[src/rtl/sup_pkg.sv]
package sup_pkg;

    typedef enum logic {
        ST_HOLD = 1'b0,
        ST_RUN  = 1'b1
    } sup_state_e;

    typedef struct packed {
        logic run;
        logic kick;
    } wd_ctrl_t;

    function automatic logic wd_gated(input logic mode_sel, input logic aux_low);
        return mode_sel && aux_low;
    endfunction

endpackage

[src/rtl/sup_strobe_sync.sv]
module sup_strobe_sync #(
    parameter int STAGES = 2
) (
    input  logic clk,
    input  logic rst,
    input  logic strobe_n,
    output logic fall
);
    logic [STAGES:0] chain;

    always_ff @(posedge clk) begin
        if (rst) chain <= '1;
        else     chain <= {chain[STAGES-1:0], strobe_n};
    end

    assign fall = chain[STAGES] & ~chain[STAGES-1];
endmodule

[src/rtl/sup_hold_ctrl.sv]
module sup_hold_ctrl
    import sup_pkg::*;
#(
    parameter int HOLD_TICKS = 25000
) (
    input  logic clk,
    input  logic rst,
    input  logic supply_ok,
    input  logic wd_expire,
    output logic in_reset
);
    localparam int HW = $clog2(HOLD_TICKS + 1);
    localparam logic [HW-1:0] HOLD_LAST = HW'(HOLD_TICKS);

    sup_state_e     state;
    logic [HW-1:0]  hold_cnt;

    always_ff @(posedge clk) begin
        if (rst) begin
            state    <= ST_HOLD;
            hold_cnt <= '0;
        end else if (!supply_ok) begin
            state    <= ST_HOLD;
            hold_cnt <= '0;
        end else begin
            case (state)
                ST_HOLD: begin
                    if (hold_cnt == HOLD_LAST) begin
                        state    <= ST_RUN;
                        hold_cnt <= '0;
                    end else begin
                        hold_cnt <= hold_cnt + 1'b1;
                    end
                end
                default: begin
                    if (wd_expire) begin
                        state    <= ST_HOLD;
                        hold_cnt <= '0;
                    end
                end
            endcase
        end
    end

    assign in_reset = (state == ST_HOLD);
endmodule

[src/rtl/sup_wdog.sv]
module sup_wdog
    import sup_pkg::*;
#(
    parameter int WDOG_TICKS = 400000
) (
    input  logic clk,
    input  logic rst,
    input  logic in_reset,
    input  logic supply_ok,
    input  logic strobe_en,
    input  logic mode_sel,
    input  logic aux_low,
    input  logic kick,
    output logic expire
);
    localparam int WW = (WDOG_TICKS > 2) ? $clog2(WDOG_TICKS) : 1;
    localparam logic [WW-1:0] WD_LAST = WW'(WDOG_TICKS - 1);

    wd_ctrl_t       ctl;
    logic [WW-1:0]  wd_cnt;

    always_comb begin
        ctl.run  = !in_reset && supply_ok && strobe_en && !wd_gated(mode_sel, aux_low);
        ctl.kick = kick;
    end

    always_ff @(posedge clk) begin
        if (rst || !ctl.run || ctl.kick) wd_cnt <= '0;
        else if (wd_cnt == WD_LAST)      wd_cnt <= '0;
        else                             wd_cnt <= wd_cnt + 1'b1;
    end

    assign expire = ctl.run && !ctl.kick && (wd_cnt == WD_LAST);
endmodule

[src/rtl/sup_nmi_gen.sv]
module sup_nmi_gen
    import sup_pkg::*;
(
    input  logic clk,
    input  logic rst,
    input  logic supply_ok,
    input  logic fall,
    input  logic mode_sel,
    input  logic aux_low,
    output logic nmi
);
    logic supply_q;

    always_ff @(posedge clk) begin
        if (rst) begin
            supply_q <= 1'b1;
            nmi      <= 1'b0;
        end else begin
            supply_q <= supply_ok;
            nmi      <= (fall && wd_gated(mode_sel, aux_low)) || (supply_ok && !supply_q);
        end
    end
endmodule

[src/rtl/sup_reset_wdog.sv]
module sup_reset_wdog #(
    parameter int HOLD_TICKS = 25000,
    parameter int WDOG_TICKS = 400000
) (
    input  logic clk,
    input  logic rst,
    input  logic supply_ok,
    input  logic strobe_n,
    input  logic strobe_en,
    input  logic mode_sel,
    input  logic aux_low,
    output logic reset_hi,
    output logic reset_lo,
    output logic nmi_pulse
);
    logic fall;
    logic in_reset;
    logic wd_expire;

    sup_strobe_sync #(.STAGES(2)) u_sync (
        .clk(clk), .rst(rst), .strobe_n(strobe_n), .fall(fall)
    );

    sup_hold_ctrl #(.HOLD_TICKS(HOLD_TICKS)) u_hold (
        .clk(clk), .rst(rst), .supply_ok(supply_ok),
        .wd_expire(wd_expire), .in_reset(in_reset)
    );

    sup_wdog #(.WDOG_TICKS(WDOG_TICKS)) u_wdog (
        .clk(clk), .rst(rst), .in_reset(in_reset), .supply_ok(supply_ok),
        .strobe_en(strobe_en), .mode_sel(mode_sel), .aux_low(aux_low),
        .kick(fall), .expire(wd_expire)
    );

    sup_nmi_gen u_nmi (
        .clk(clk), .rst(rst), .supply_ok(supply_ok), .fall(fall),
        .mode_sel(mode_sel), .aux_low(aux_low), .nmi(nmi_pulse)
    );

    assign reset_hi = in_reset;
    assign reset_lo = ~in_reset;
endmodule

[config.mk]
export PLATFORM = sky130hd
export DESIGN_NAME = sup_reset_wdog
export DESIGN_NICKNAME = d
export VERILOG_FILES = /design/src/rtl/sup_pkg.sv /design/src/rtl/sup_strobe_sync.sv /design/src/rtl/sup_hold_ctrl.sv /design/src/rtl/sup_wdog.sv /design/src/rtl/sup_nmi_gen.sv /design/src/rtl/sup_reset_wdog.sv
export SDC_FILE = /design/constraint.sdc
export NUM_CORES = 1
export LEC_CHECK = 0
export CAP_MARGIN = 10
export CORE_MARGIN = 2
export CORE_UTILIZATION = 55
export CTS_CLUSTER_SIZE = 14
export DETAILED_ROUTE_END_ITERATION = 8
export DONT_BUFFER_PORTS = 1
export GPL_ROUTABILITY_DRIVEN = 1
export PLACE_DENSITY = 0.73
export SYNTH_ARGS = -nofsm -noshare
export SYNTH_HDL_FRONTEND = slang
export SYNTH_SLANG_ARGS = --single-unit
[constraint.sdc]
create_clock -name clk -period 2.1 [get_ports clk]
set_input_delay 0.21 -clock clk [delete_from_list [all_inputs] [get_ports clk]]
set_output_delay 0.21 -clock clk [all_outputs]
set_load 0.01 [all_outputs]
# Yosys cells after proc, flatten, opt, wreduce, memory -nomap -nowiden
# Index checks and enable logic that the tools add are counted.
[word_totals] inputBits=7 elab_cells=38 regBits=40 output_inout_bits=3
[classes] n_addsub=2 n_bitwise=4 n_reduce_logical=17 muxes=6 n_eq_ne=3
[op_table] operator="two-way mux 15 bit" n=3
[op_table] operator="adder 19 x 1 -> 19 bit, second input constant" n=1
[op_table] operator="equality test 19 bit, second input constant" n=1
[op_table] operator="adder 15 x 1 -> 15 bit, second input constant" n=1
[op_table] operator="equality test 15 bit, second input constant" n=1
[op_table] operator="logical AND 1 bit" n=8
[op_table] operator="logical NOT 1 bit" n=4
[op_table] operator="OR reduction 2 bit" n=2
[op_table] operator="logical OR 1 bit" n=3
[op_table] operator="two-way mux 1 bit" n=3
[op_table] operator="inverter 1 bit" n=3
[op_table] operator="!= test 2 x 1 -> 1 bit, second input constant" n=1
[op_table] operator="AND 1 bit" n=1

# Longest topological paths before layout
[logic_depth] ltp_word=7 ltp_mapped=7

# By module
# From an unflattened synthesis, not the netlist that was laid out.
[hier_totals] hier_cells=240 hier_area_um2=2053.2
[modules_own_cells] module="sup_hold_ctrl" n_inst=1 cells_each=120 area_per_inst_um2=957.2
[modules_own_cells] module="sup_wdog" n_inst=1 cells_each=106 area_per_inst_um2=940.9
[modules_own_cells] module="sup_strobe_sync" n_inst=1 cells_each=7 area_per_inst_um2=85.1
[modules_own_cells] module="sup_nmi_gen" n_inst=1 cells_each=6 area_per_inst_um2=66.3
[modules_own_cells] module="sup_reset_wdog" n_inst=1 cells_each=1 area_per_inst_um2=3.8

# Least setup slack after synthesis
# No wires, ideal clock.
[synth_path] kind="flip-flop to flip-flop" from="register u_wdog.wd_cnt[16]" to="register u_hold.hold_cnt[14]" path_slack_ns=0.160 setup_ns=0.134 stages_incl_launch_ff=6 arrival_time_ns=1.807 synth_period_minus_slack_ns=1.940 path_cell_list="dfxtp_1 or4b_4 or4_4 o21ai_4 buf_6 o221ai_1"
[synth_via] elab_chain_len=3
[synth_lines] item="start, declared" line="sup_wdog.sv:20" rtl="logic [WW-1:0] wd_cnt;"
[synth_lines] item="start signal, assigned" line="sup_wdog.sv:30" rtl="else wd_cnt <= wd_cnt + 1'b1;"
[synth_lines] item="equality test 19 bit" line="sup_wdog.sv:33" rtl="assign expire = ctl.run && !ctl.kick && (wd_cnt == WD_LAST);"
[synth_lines] item="logical AND 1 bit" line="sup_wdog.sv:33"
[synth_lines] item="!= test 2 x 1 -> 1 bit (no line)"
[synth_lines] item="end signal, assigned" line="sup_hold_ctrl.sv:32" rtl="hold_cnt <= hold_cnt + 1'b1;"
[synth_lines] item="end, declared" line="sup_hold_ctrl.sv:16" rtl="logic [HW-1:0] hold_cnt;"
# Every way passes these cells.
# A chain may end at the register's enable or synchronous reset.

# Worst setup path in the final report
[layout_path] from="register u_wdog.wd_cnt[16]" to="register u_hold.hold_cnt[10]"
# The elaborated chain is that of the path after synthesis.

==> reports/summary.txt <==
Setup CP Type = reg -> reg
Post-synth cell types = 50
Clk Latency, worst-skew pair = 0.36 ns
ANT nets after route = 0
Area of the multi-input gates = 1052 sq um
Post-Syn Area = 1986 sq um
Area Growth Syn to Fin = 10.84%
Hold endpoint = u_wdog.wd_cnt[6]
CTS Buffer Depth = 2
Final setup viols = 0
Vias per Instance = 5.853
Post-synthesis sequential area ratio = 0.4033
Vias in the first global route = 1,604
Slew @ Worst Pin = 0.3551 ns
Placer Congestion = 0.8447
Most common cell after layout, fill and taps aside = dfxtp_1
Post-CTS Setup Inserts = 0
Worst-case reg-to-reg path depth = 5
Hold Crit Start = rst
Clk root buf = clkbuf_4
Data required time at the worst endpoint = 2.34 ns
Fmax = 0.5025 GHz
Final hold violation count = 0
Total number of vias = 1,709
Reg2reg end = u_hold.hold_cnt[10]
Synth Area per Inst = 8.633 sq um
PD cells = 593.2 nW/um^2
DR iter-0 viols = 104
YS warnings = 0
DR pass1 iterations = 4
Worst reg2reg setup slack = 0.11 ns
Worst slew margin = 0.7602
Setup Skew = 0.01593 ns
Reg area = 800.8 sq um
Port bufs = 0
Post-Syn Nets = 240
Fillers = 303
Die area = 4107 sq um
CTS H-tree depth = 2
# clock sinks = 40
Clk slew on worst S/H paths = 0.13 ns
Initial Utilization = 0.5858
Diode count = 0
Die extent in y = 64.09 um
Max Slew Vio Count = 0
Max FO, Critical Path = 15
Final min period = 1.990 ns
Overflow after GRT = 0
RSZ-0062 raised after global routing = false
Die Wd = 64.09 um
Final worst setup slack = 0.1100 ns
Worst r2r src = u_wdog.wd_cnt[16]
Largest net degree at the start of global routing = 17
Pre-CTS setup slack = 0.1089 ns
Number of buffers created by CTS = 5
Max-capacitance violation count = 0
Setup crit end kind = register
Initial antenna violation count = 0
First-pass GRT wire length = 7003 um
Arr. time, crit path = 2.23 ns
Seq cells post-synth = 40
Core area = 3390 sq um
Row count = 21
Layout cells sized above 1 = 0.1341
FFs w/ async S/R, synth = 0
Cells after synthesis = 230
Routed wire length per instance = 13.94 um
Gr usage total = 0.2189
Run status = completed
Post-route setup TNS = 0 ns
Fin crit share = 0.9476
Routed WL = 4070 um
Hold path depth = 3
EDFF count, synth = 0
Nets = 255
DRC viols = 0
Maximum vdd drop = 0.5072 mV
Num ports = 10
Leak = 0.6706 nW
CTS tree = yes
Prevailing post-synth register cell = dfxtp_1
Most frequent cells in the layout = 40 x dfxtp_1, 21 x nor2_1, 19 x inv_1, 17 x nand4_1
Class of the worst hold path = in -> reg
Crit start category = register
Post-DP HPWL = 2740 um
-- registers in the layout, indices dropped and copies added, names as in the netlist --
register / cells
u_wdog.wd_cnt: 19
u_sync.chain: 3
u_hold.hold_cnt: 15
u_nmi.supply_q: 1
u_nmi.nmi: 1
u_hold.state: 1
-- critical path, cell delays in order (launching register included) --
cell	delay (ns)
dfxtp_1	0.35
or4b_4	0.54
or4_4	0.51
o21ai_4	0.19
buf_12	0.15
o221ai_1	0.12
-- Yosys cell counts (all sizes together), types with 4 or more instances --
library cell	number	area, sq um
xnor2	8	70.07
nor2	21	78.83
nor3	4	20.02
nand2	13	51.30
o221ai	9	78.83
or2	5	31.28
a21oi	6	30.03
nand2b	4	25.02
nand4	17	106.4
xor2	6	52.55
buf	5	36.28
o21ai	10	61.31
inv	19	71.32
and2	4	26.28
or3	7	45.05
nor4	5	31.28
dfxtp	40	800.8
nand3	12	60.06
-- through the flow --
stage / util / instance area [sq um] / hold slack (ns) / std cells / power (mW)
final: 0.6493 / 2201 / 0.2128 / 292 / 1.306
after global routing: 0.6493 / 2201 / 0.2181 / 292 / 1.345
after CTS: 0.6493 / 2201 / 0.2143 / 292 / 1.312
after detailed placement: 0.6150 / 2085 / 0.2857 / 280 / 0.8083
after global placement: 0.6150 / 2085 / 0.2870 / 280 / 0.8079
after floorplan: - / 1986 / 0.2824 / 230 / 0.8045
-- worst max path at each step --
stage / start / to / slack (ns) / cells after the start
2_1_floorplan: u_wdog.wd_cnt[16] / u_hold.hold_cnt[14] / 0.16 / 5
3_3_place_gp: u_wdog.wd_cnt[16] / u_hold.hold_cnt[14] / 0.16 / 5
3_5_place_dp: u_wdog.wd_cnt[16] / u_hold.hold_cnt[14] / 0.11 / 5
4_1_cts: u_wdog.wd_cnt[16] / u_hold.hold_cnt[10] / 0.1 / 5
5_1_grt: u_wdog.wd_cnt[5] / u_wdog.wd_cnt[17] / 0.03 / 4
6_report: u_wdog.wd_cnt[16] / u_hold.hold_cnt[10] / 0.11 / 5
-- report_power, final --
part | internal [mW] | leakage (nW) | total [mW] | switching (mW)
clock network | 0.250 | 0.0422 | 0.507 | 0.258
logic | 0.0134 | 0.305 | 0.0305 | 0.0171
registers | 0.764 | 0.323 | 0.768 | 0.00324
-- cell type report --
| type | instances | share of cell area |
|---|---|---|
| sequential | 40 | 0.3638 |
| inverter | 19 | 0.03240 |
| tap | 46 | 0.02615 |
| multi-input combinational | 163 | 0.4781 |
| clock inverter | 2 | 0.01592 |
| clock buffer | 6 | 0.01876 |
| timing repair buffer | 16 | 0.06481 |
-- layer usage --
layer	track usage	routed length, um
met5	0	0
met4	0.07880	64
met3	0.06690	169
met2	0.3997	2147
met1	0.2353	1689
-- what timing repair did --
action | CTS | global route
hold buffers | 4 | 0
endpoints found under the hold margin | 5 | 0
gates resized for setup | 0 | 0
-- logic make-up after synthesis --
logic type / share of synthesized area
AO/OA/AOI/OAI: 0.1210
XOR/XNOR: 0.06175
adder cells (fa/ha/maj): 0.01891
buffers and inverters: 0.06679
flip-flops: 0.4033
AND/OR/NAND/NOR: 0.3283
Power figures use the tool's default switching activity.
